--- config.mk ---
export PLATFORM = sky130hd
export DESIGN_NAME = tmr_capcmp_flags
export DESIGN_NICKNAME = d
export VERILOG_FILES = /design/src/rtl/tmr_pkg.sv /design/src/rtl/tmr_counter.sv /design/src/rtl/tmr_greg.sv /design/src/rtl/tmr_flags.sv /design/src/rtl/tmr_capcmp_flags.sv
export SDC_FILE = /design/constraint.sdc
export NUM_CORES = 1
export LEC_CHECK = 0
export BUFFER_PORTS_ARGS = -buffer_cell sky130_fd_sc_hd__buf_4
export CAP_MARGIN = 20
export CELL_PAD_IN_SITES_DETAIL_PLACEMENT = 1
export CELL_PAD_IN_SITES_GLOBAL_PLACEMENT = 2
export CORE_AREA = 2 2 130 132
export CTS_CLUSTER_SIZE = 25
export DETAILED_ROUTE_END_ITERATION = 8
export DIE_AREA = 0 0 132 134
export PLACE_DENSITY = 0.9
export SKIP_CTS_REPAIR_TIMING = 1
export SLEW_MARGIN = 20
export SYNTH_ARGS = -nofsm -noshare
export SYNTH_HDL_FRONTEND = slang
export SYNTH_SLANG_ARGS = --single-unit
--- constraint.sdc ---
create_clock -name clk -period 2.1 [get_ports clk]
set_input_delay 0.315 -clock clk [delete_from_list [all_inputs] [get_ports clk]]
set_output_delay 0.315 -clock clk [all_outputs]
set_load 0.05 [all_outputs]
--- src/rtl/tmr_pkg.sv ---
package tmr_pkg;

  localparam int unsigned NUM_GR = 4;
  localparam int unsigned IDX_A  = 0;
  localparam int unsigned IDX_B  = 1;
  localparam int unsigned IDX_C  = 2;
  localparam int unsigned IDX_D  = 3;

  typedef enum logic [2:0] {
    ADR_CNT  = 3'd0,
    ADR_GRA  = 3'd1,
    ADR_GRB  = 3'd2,
    ADR_GRC  = 3'd3,
    ADR_GRD  = 3'd4,
    ADR_MODE = 3'd5,
    ADR_FLAG = 3'd6,
    ADR_IEN  = 3'd7
  } reg_addr_e;

  // PWM mode mutes the flags of registers B and C
  function automatic logic flag_allowed(input logic pwm, input int unsigned idx);
    return !(pwm && (idx == IDX_B || idx == IDX_C));
  endfunction

  // In PWM mode every register except A is forced to compare
  function automatic logic capture_mode(input logic mode_bit, input logic pwm,
                                        input int unsigned idx);
    return mode_bit && !(pwm && idx != IDX_A);
  endfunction

  // set wins over clear
  function automatic logic flag_next(input logic cur, input logic set, input logic clr);
    return set | (cur & ~clr);
  endfunction

endpackage

--- src/rtl/tmr_counter.sv ---
module tmr_counter #(
  parameter int unsigned CNT_W = 16
) (
  input  logic             clk,
  input  logic             rst_n,
  input  logic             inc_en,
  input  logic             load,
  input  logic [CNT_W-1:0] load_val,
  output logic [CNT_W-1:0] cnt,
  output logic             stepped
);

  logic [CNT_W-1:0] cnt_q;
  logic             step_q;

  function automatic logic [CNT_W-1:0] cnt_inc(input logic [CNT_W-1:0] v);
    return v + 1'b1;
  endfunction

  always_ff @(posedge clk) begin
    if (!rst_n) begin
      cnt_q  <= '0;
      step_q <= 1'b0;
    end else begin
      if (load)        cnt_q <= load_val;
      else if (inc_en) cnt_q <= cnt_inc(cnt_q);
      step_q <= inc_en && !load;
    end
  end

  assign cnt     = cnt_q;
  assign stepped = step_q;

  AST_CNT_STEP: assert property (@(posedge clk) disable iff (!rst_n)
    $past(rst_n && inc_en && !load) |-> cnt_q == CNT_W'($past(cnt_q) + 1'b1));
  AST_CNT_LOAD: assert property (@(posedge clk) disable iff (!rst_n)
    $past(rst_n && load) |-> cnt_q == $past(load_val));

endmodule

--- src/rtl/tmr_greg.sv ---
module tmr_greg #(
  parameter int unsigned CNT_W = 16
) (
  input  logic             clk,
  input  logic             rst_n,
  input  logic             cap_ev,
  input  logic             wr_en,
  input  logic [CNT_W-1:0] wdata,
  input  logic [CNT_W-1:0] cnt,
  output logic [CNT_W-1:0] gr
);

  logic [CNT_W-1:0] gr_q;

  always_ff @(posedge clk) begin
    if (!rst_n)      gr_q <= '0;
    else if (cap_ev) gr_q <= cnt;
    else if (wr_en)  gr_q <= wdata;
  end

  assign gr = gr_q;

  AST_CAP_COPY: assert property (@(posedge clk) disable iff (!rst_n)
    $past(rst_n && cap_ev) |-> gr_q == $past(cnt));

endmodule

--- src/rtl/tmr_flags.sv ---
module tmr_flags #(
  parameter int unsigned N = 4
) (
  input  logic         clk,
  input  logic         rst_n,
  input  logic [N-1:0] set_vec,
  input  logic         rd_stb,
  input  logic         wr_stb,
  input  logic [N-1:0] wbits,
  output logic [N-1:0] flags
);

  logic [N-1:0] flag_q;
  logic [N-1:0] arm_q;
  logic [N-1:0] clr_vec;

  assign clr_vec = wr_stb ? (arm_q & ~wbits) : '0;

  always_ff @(posedge clk) begin
    if (!rst_n) begin
      flag_q <= '0;
      arm_q  <= '0;
    end else begin
      for (int i = 0; i < int'(N); i++)
        flag_q[i] <= tmr_pkg::flag_next(flag_q[i], set_vec[i], clr_vec[i]);
      if (wr_stb)      arm_q <= '0;
      else if (rd_stb) arm_q <= arm_q | flag_q;
    end
  end

  assign flags = flag_q;

  for (genvar g = 0; g < int'(N); g++) begin : g_chk
    AST_CLR_NEEDS_ARM: assert property (@(posedge clk) disable iff (!rst_n)
      $fell(flag_q[g]) |-> $past(wr_stb && arm_q[g] && !wbits[g]));
    AST_SET_WINS: assert property (@(posedge clk) disable iff (!rst_n)
      $past(rst_n && set_vec[g]) |-> flag_q[g]);
    AST_RISE_CAUSED: assert property (@(posedge clk) disable iff (!rst_n)
      $rose(flag_q[g]) |-> $past(set_vec[g]));
  end

endmodule

--- src/rtl/tmr_capcmp_flags.sv ---
module tmr_capcmp_flags #(
  parameter int unsigned CNT_W = 16
) (
  input  logic             clk,
  input  logic             rst_n,
  input  logic             cnt_en,
  input  logic [3:0]       cap_trig,
  input  logic             xtrig_sel,
  input  logic             xchan_match,
  input  logic             bus_sel,
  input  logic             bus_wr,
  input  logic [2:0]       bus_addr,
  input  logic [CNT_W-1:0] bus_wdata,
  output logic [CNT_W-1:0] bus_rdata,
  output logic             irq
);
  import tmr_pkg::*;

  localparam int unsigned NG     = NUM_GR;
  localparam int unsigned MODE_W = NG + 1;
  localparam int unsigned PAD_M  = CNT_W - MODE_W;
  localparam int unsigned PAD_F  = CNT_W - NG;

  reg_addr_e         addr;
  logic              wr_stb, rd_stb;
  logic [CNT_W-1:0]  cnt;
  logic              cnt_step;
  logic [CNT_W-1:0]  gr [NG];
  logic [NG-1:0]     mode_q, ien_q;
  logic              pwm_q;
  logic [NG-1:0]     trig, cap_ev, cmp_ev, set_vec, flags;

  function automatic logic cmp_hit(input logic step, input logic [CNT_W-1:0] a,
                                   input logic [CNT_W-1:0] b);
    return step && (a == b);
  endfunction

  assign addr   = reg_addr_e'(bus_addr);
  assign wr_stb = bus_sel && bus_wr;
  assign rd_stb = bus_sel && !bus_wr;

  always_ff @(posedge clk) begin
    if (!rst_n) begin
      mode_q <= '0;
      pwm_q  <= 1'b0;
      ien_q  <= '0;
    end else if (wr_stb) begin
      if (addr == ADR_MODE) begin
        mode_q <= bus_wdata[NG-1:0];
        pwm_q  <= bus_wdata[NG];
      end
      if (addr == ADR_IEN) ien_q <= bus_wdata[NG-1:0];
    end
  end

  tmr_counter #(.CNT_W(CNT_W)) u_cnt (
    .clk      (clk),
    .rst_n    (rst_n),
    .inc_en   (cnt_en),
    .load     (wr_stb && addr == ADR_CNT),
    .load_val (bus_wdata),
    .cnt      (cnt),
    .stepped  (cnt_step)
  );

  for (genvar g = 0; g < int'(NG); g++) begin : g_reg
    logic capm;
    assign capm       = capture_mode(mode_q[g], pwm_q, g);
    assign trig[g]    = xtrig_sel ? xchan_match : cap_trig[g];
    assign cap_ev[g]  = capm && trig[g];
    assign cmp_ev[g]  = !capm && cmp_hit(cnt_step, cnt, gr[g]);
    assign set_vec[g] = ((cap_ev[g] && !xtrig_sel) || cmp_ev[g]) && flag_allowed(pwm_q, g);

    tmr_greg #(.CNT_W(CNT_W)) u_gr (
      .clk    (clk),
      .rst_n  (rst_n),
      .cap_ev (cap_ev[g]),
      .wr_en  (wr_stb && bus_addr == 3'(g + 1)),
      .wdata  (bus_wdata),
      .cnt    (cnt),
      .gr     (gr[g])
    );

    AST_XTRIG_SILENT: assert property (@(posedge clk) disable iff (!rst_n)
      (xtrig_sel && cap_ev[g] && !flags[g]) |=> !flags[g]);
    AST_HOLD_NO_MATCH: assert property (@(posedge clk) disable iff (!rst_n)
      (!cnt_step && !cap_ev[g] && !flags[g]) |=> !flags[g]);
  end

  tmr_flags #(.N(NG)) u_flags (
    .clk     (clk),
    .rst_n   (rst_n),
    .set_vec (set_vec),
    .rd_stb  (rd_stb && addr == ADR_FLAG),
    .wr_stb  (wr_stb && addr == ADR_FLAG),
    .wbits   (bus_wdata[NG-1:0]),
    .flags   (flags)
  );

  assign irq = |(flags & ien_q);

  always_comb begin
    case (addr)
      ADR_CNT:  bus_rdata = cnt;
      ADR_GRA:  bus_rdata = gr[IDX_A];
      ADR_GRB:  bus_rdata = gr[IDX_B];
      ADR_GRC:  bus_rdata = gr[IDX_C];
      ADR_GRD:  bus_rdata = gr[IDX_D];
      ADR_MODE: bus_rdata = {{PAD_M{1'b0}}, pwm_q, mode_q};
      ADR_FLAG: bus_rdata = {{PAD_F{1'b0}}, flags};
      ADR_IEN:  bus_rdata = {{PAD_F{1'b0}}, ien_q};
      default:  bus_rdata = '0;
    endcase
  end

  AST_PWM_BC_QUIET: assert property (@(posedge clk) disable iff (!rst_n)
    (pwm_q && flags[2:1] == 2'b00) |=> flags[2:1] == 2'b00);
  AST_IRQ_NEEDS_EN: assert property (@(posedge clk) disable iff (!rst_n)
    (ien_q == '0) |-> !irq);

endmodule

## Word level (Yosys, flattened, before mapping)

Cells that the tools add are included.

- Register bits: 98
- Latch bits: 0
- RAM bits: 0
- Bits in read-only memories: 0
- Word-level logic and storage cells: 109
- Memories kept: 0

- Add/sub/neg operators: 1
- Multiply operators: 0
- Div/mod/pow operators: 0
- $lt $le $gt $ge: 0
- Eq/ne operators: 11
- Shifts and indexed selects: 0
- Muxes and demuxes: 16
- Bitwise logic cells: 17
- Reductions and logical operators: 53

Operator list:

| operator | count |
|---|---|
| two-way mux 16 bit | 10 |
| case mux 16 bit (8 select lines) | 1 |
| equality test 16 bit | 4 |
| logical AND 1 bit | 31 |
| adder 16 x 1 -> 16 bit (second input constant) | 1 |
| equality test 3 bit (second input constant) | 4 |
| nonzero test 2 bit | 5 |
| bitwise AND 4 bit | 2 |
| zero test 1 bit | 8 |
| equality test 3 x 2 -> 1 bit (second input constant) | 2 |
| inverter 1 bit | 5 |
| bitwise AND 1 bit | 4 |
| logical OR 1 bit | 4 |
| two-way mux 1 bit | 4 |
| two-way mux 4 bit | 1 |
| inverter 4 bit | 1 |
| bitwise OR 1 bit | 4 |
| bitwise OR 4 bit | 1 |
| AND reduction 2 bit | 2 |
| OR reduction 4 bit | 1 |
| equality test 3 x 1 -> 1 bit (second input constant) | 1 |
| zero test 3 bit | 1 |
| OR reduction 2 bit | 1 |

## Logic depth before layout (Yosys ltp)

- Depth after elaboration: 7
- Mapped depth: 7

## Modules after synthesis

A second synthesis with hierarchy kept.

- Cell total of the unflattened synthesis: 667
- Area total of the unflattened synthesis: 6622.6 µm²

By module, submodules not included:

| module | instances | cells an instance | area an instance (µm²) | sequential area each (µm²) |
|---|---|---|---|---|
| tmr_greg | 4 | 71 | 852.1 | 320.3 |
| tmr_capcmp_flags | 1 | 249 | 2029.4 | 180.2 |
| tmr_counter | 1 | 105 | 917.1 | 340.3 |
| tmr_flags | 1 | 29 | 267.8 | 160.2 |

## Least setup slack after synthesis

Ideal clock, no wire load.

- Path type: input to output
- Start: input port bus_addr[2]
- End: output port bus_rdata[0]
- Arrival time: 1893 ps
- Required time: 1785 ps
- Path slack: -108 ps
- Cell stages on the path: 5
- Buffers on the path: 2
- Cells stage by stage: buf_2 > buf_2 > o32ai_1 > o32ai_1 > a21oi_1

- Cells in the longest elaborated chain, start to end: 2

RTL lines:

| what | RTL line | text |
|---|---|---|
| start: declaration | tmr_capcmp_flags.sv:12 | `input logic [2:0] bus_addr,` |
| equality test 3 bit, or another cell as far along | tmr_capcmp_flags.sv:103 | `case (addr)` |
| case mux 16 bit (8 select lines) (*) | tmr_capcmp_flags.sv:103 |  |
| end: declaration | tmr_capcmp_flags.sv:14 | `output logic [CNT_W-1:0] bus_rdata,` |

Every way passes the cells marked *; elsewhere a longest branch is shown, timed or not.

## Worst setup path after layout

- Start: register g_reg[0].u_gr.gr_q[0]
- End: output port bus_rdata[0]

- Cells in the longest elaborated chain, start to end: 1

RTL lines:

| what | RTL line | text |
|---|---|---|
| start: declaration | tmr_greg.sv:13 | `logic [CNT_W-1:0] gr_q;` |
| start signal: assignment | tmr_greg.sv:17 | `else if (cap_ev) gr_q <= cnt;` |
| start signal: assignment | tmr_greg.sv:18 | `else if (wr_en) gr_q <= wdata;` |
| case mux 16 bit (8 select lines) | tmr_capcmp_flags.sv:103 |  |

No other way between the ends.

==> run_results.csv <==
group,metric,value,unit
worst_setup_path,reg2regPathDepth,4,
die,num_rows,47,
synthesis,synth_top_area_share,31.6,%
outcome,outcome,"completed",
worst_setup_path,path_max_fanout,3,
synthesis,yosys_warnings,0,
worst_setup_path,worst-endpoint-required,1.78,ns
die,core,0.0163,mm^2
layout,antennaDiodeCount,0,
synthesis,yosys.cell_types.count,55,
drt,vias_per_cell,6.13,
synthesis,synth-seq-cells,98,
sta,relSlewSlack,59.8,%
clock_tree,cts_buffers,9,
clock_tree,clock_path_buffers,2,
synthesis,synth_nets,811,
worst_setup_path,crit_path_top_delay_cell,"dfxtp_1",
clock_tree,clock_latency,0.37,ns
worst_setup_path,r2r-start,"u_cnt.cnt[2]",
worst_setup_path,start_kind,"flop",
worst_setup_path,critPathCaptureType,"output pin",
layout,final_cells,1026,
drt,ant_nets,0,
job,max_cap_violations,0,
synthesis,ys_top_cells_by_count,"dfxtp_1 (98), nor2_1 (95), nand2_1 (68)",
clock_tree,clk_pin_slew_worst_paths,0.08,ns
pwr,power,4640,uW
synthesis,ys_seq_area_share,31.6,%
global_routing,grt-ovfl-total,0,
sta,fin_crit_sh,98.0,%
global_routing,met1_usage,35.3,%
worst_setup_path,critPathKind,"reg -> out",
sta,skew,0.0162,ns
place,gp_congestion,0.979,
worst_setup_path,rrSetupSlack,0.19,ns
pwr,p_leak,0.00292,uW
place,placed_cell_area,0.00693,mm^2
place,post-place-cells,1011,
synthesis,synthTopCellsByArea,"dfxtp_1 (32%), a311oi_1 (6.8%), nor2_1 (5.7%)",
hold_path,hold_path.class,"in -> reg",
die,die_x,132,um
layout,design_area,0.00728,mm^2
clock_tree,clock_sinks,98,
synthesis,synth_area,0.00622,mm^2
pwr,power_density,637,mW/mm^2
global_routing,grt_pass1_vias,6445,
synthesis,yosysMostFrequentCell,"dfxtp_1",
worst_setup_path,cpLargestDelayFamily,"compound AO/OA/AOI/OAI gates",
layout,fillers,1937,
die,io_pins,47,
clock_tree,clockRootBuffer,"clkbuf_16",
die,dieArea,0.0177,mm^2
sta,tightest_slew,0.601,ns
synthesis,synth-edff-count,0,
worst_setup_path,path_cells,"nor2b_1 > o32ai_1 > o32ai_1 > a21oi_2 > buf_4",
synthesis,syn_area_per_cell,7.97,um^2
synthesis,synth_area_leader_cell,"dfxtp_1",
hold_path,hp-start,"bus_wdata[10]",
drt,drcViolationCount,0,
hold_path,whs_path_depth,3,
sta,setup_violations,0,
sta,slew_viol_final,0,
sta,rsz0062_at_grt,"false",
drt,wl_per_cell,23.5,um
global_routing,busiest_layer,"met2",
worst_setup_path,r2r_end,"u_flags.flags[1]",
synthesis,async_flop_share,0,%
worst_setup_path,critical_path_buf_inv_count,1,
drt,drt_wl_total,24.1,mm
layout,final_nets,833,
sta,hold_viol_final,0,
sta,fin_crit,2.06,ns
global_routing,antenna_found_initial,0,
global_routing,grt.met3_usage,3.97,%
worst_setup_path,arrival,1.74,ns
global_routing,grt_pass1_wl,37.3,mm
place,port_buffers,46,
layout,areaGrowthSynthToFinish,17.1,%
place,place_hpwl,17.1,mm
drt,drt_iter0_markers,502,
synthesis,synthCells,780,
drt,first_pass_iters,5,
sta,clock.fmax,486,MHz
sta,final.setup.tns,0,ns
clock_tree,htreeDepth,3,
global_routing,grt_use_met2,45.2,%
die,start_util,38.2,%
synthesis,synth_ff_type,"dfxtp_1",
layout,drive_above_1_share,18.0,%
hold_path,whs_endpoint,"g_reg[0].u_gr.gr[10]",
worst_setup_path,critical_path.most_common_cell,"o32ai_1",
clock_tree,tritoncts,"done",
pwr,ir_worst_vdd,0.406,mV
drt,via_count,6286,
die,die_y,134,um
worst_setup_path,max_stage_delay,0.40,ns
global_routing,grt_max_degree,37,
global_routing,grt_use_total,27.5,%
metal layers:
layer	part of all wire, %	up-vias
li1	-	2843
met1	43	3166
met4	4.2	0
met5	0	-
met2	47	221
met3	5.5	56
worst max path at each step:
stage	startpoint	end	slack (ns)	cells past startpoint
final	g_reg[0].u_gr.gr[0]	bus_rdata[0]	0.04	5
after global routing	g_reg[0].u_gr.gr[0]	bus_rdata[0]	0.003	5
after global placement	bus_addr[0]	bus_rdata[3]	0.13	7
after detailed placement	bus_addr[2]	g_reg[1].u_gr.gr[5]	0.06	6
after floorplan	bus_addr[0]	bus_rdata[15]	-0.09	5
after CTS	u_cnt.cnt[13]	bus_rdata[13]	-0.04	6
final cells by class:
type	count	area (um^2)	area share (%)
clock inverter	5	103	1.41
tap	220	275	3.78
clock buffer	10	239	3.28
inverter	10	37.5	0.516
timing repair buffer	90	763	10.5
sequential	98	1970	27.0
multi-input combinational	593	3890	53.5
power breakdown:
group / switching, uW / total [uW] / internal [uW] / leakage (uW)
combinational: 425 / 677 / 252 / 0.00196
sequential: 68.0 / 1970 / 1900 / 0.000794
clock: 798 / 1990 / 1190 / 0.000165
cells in the final DEF (no fill, tap or decap), drive strengths merged, types with 2 or more instances in the layout:
cell type,count
a211oi,22
a21o,2
a21oi,41
a22o,2
a22oi,12
a311oi,48
and2,4
and3,2
and3b,2
buf,90
bufinv,3
clkbuf,10
dfxtp,98
inv,10
mux2,2
mux2i,35
nand2,68
nand2b,2
nand3,7
nand3b,7
nand4,14
nor2,98
nor2b,12
nor3,9
nor4,11
o21ai,80
o22ai,13
o32ai,3
o41a,3
o41ai,4
or2,3
or3,2
xnor2,38
xor2,40
per-stage QoR:
step	util [%]	hold slack [ns]	worst slack, ns
global route	44.7	0.278	0.00266
global placement	42.5	0.453	0.130
CTS	44.6	0.262	-0.0363
detailed placement	42.5	0.464	0.0583
finish	44.7	0.264	0.0418
floorplan	-	0.437	-0.0941
cells by family (layout without fill, tap and decap cells):
logic type / Yosys count / in the layout / share of synthesized area (%)
buffers and inverters: 89 / 115 / 6.70
muxes: 37 / 37 / 6.00
xor gates and xnor gates: 78 / 78 / 11.0
and+or+nand+nor: 242 / 242 / 19.1
DFF: 98 / 98 / 31.6
adders and majority gates: 1 / 1 / 0.201
AOI/OAI and AO/OA: 235 / 235 / 25.5
tightest hold or removal path, delay by kind of cell:
| kind | cells | cell delay, ns |
|---|---|---|
| and+or+nand+nor | 1 | 0.06 |
| AOI/OAI and AO/OA | 1 | 0.07 |
| buffers and inverters | 1 | 0.14 |
flip-flops by register name (all words and copies together), names as in the netlist:
name and count:
g.u_gr.gr 64, u_cnt.cnt 16, ien_q 4, mode_q 4
u_flags.arm_q 4, u_flags.flags 4, pwm_q 1, u_cnt.stepped 1
Note: power is estimated with default switching activity, not from simulation.
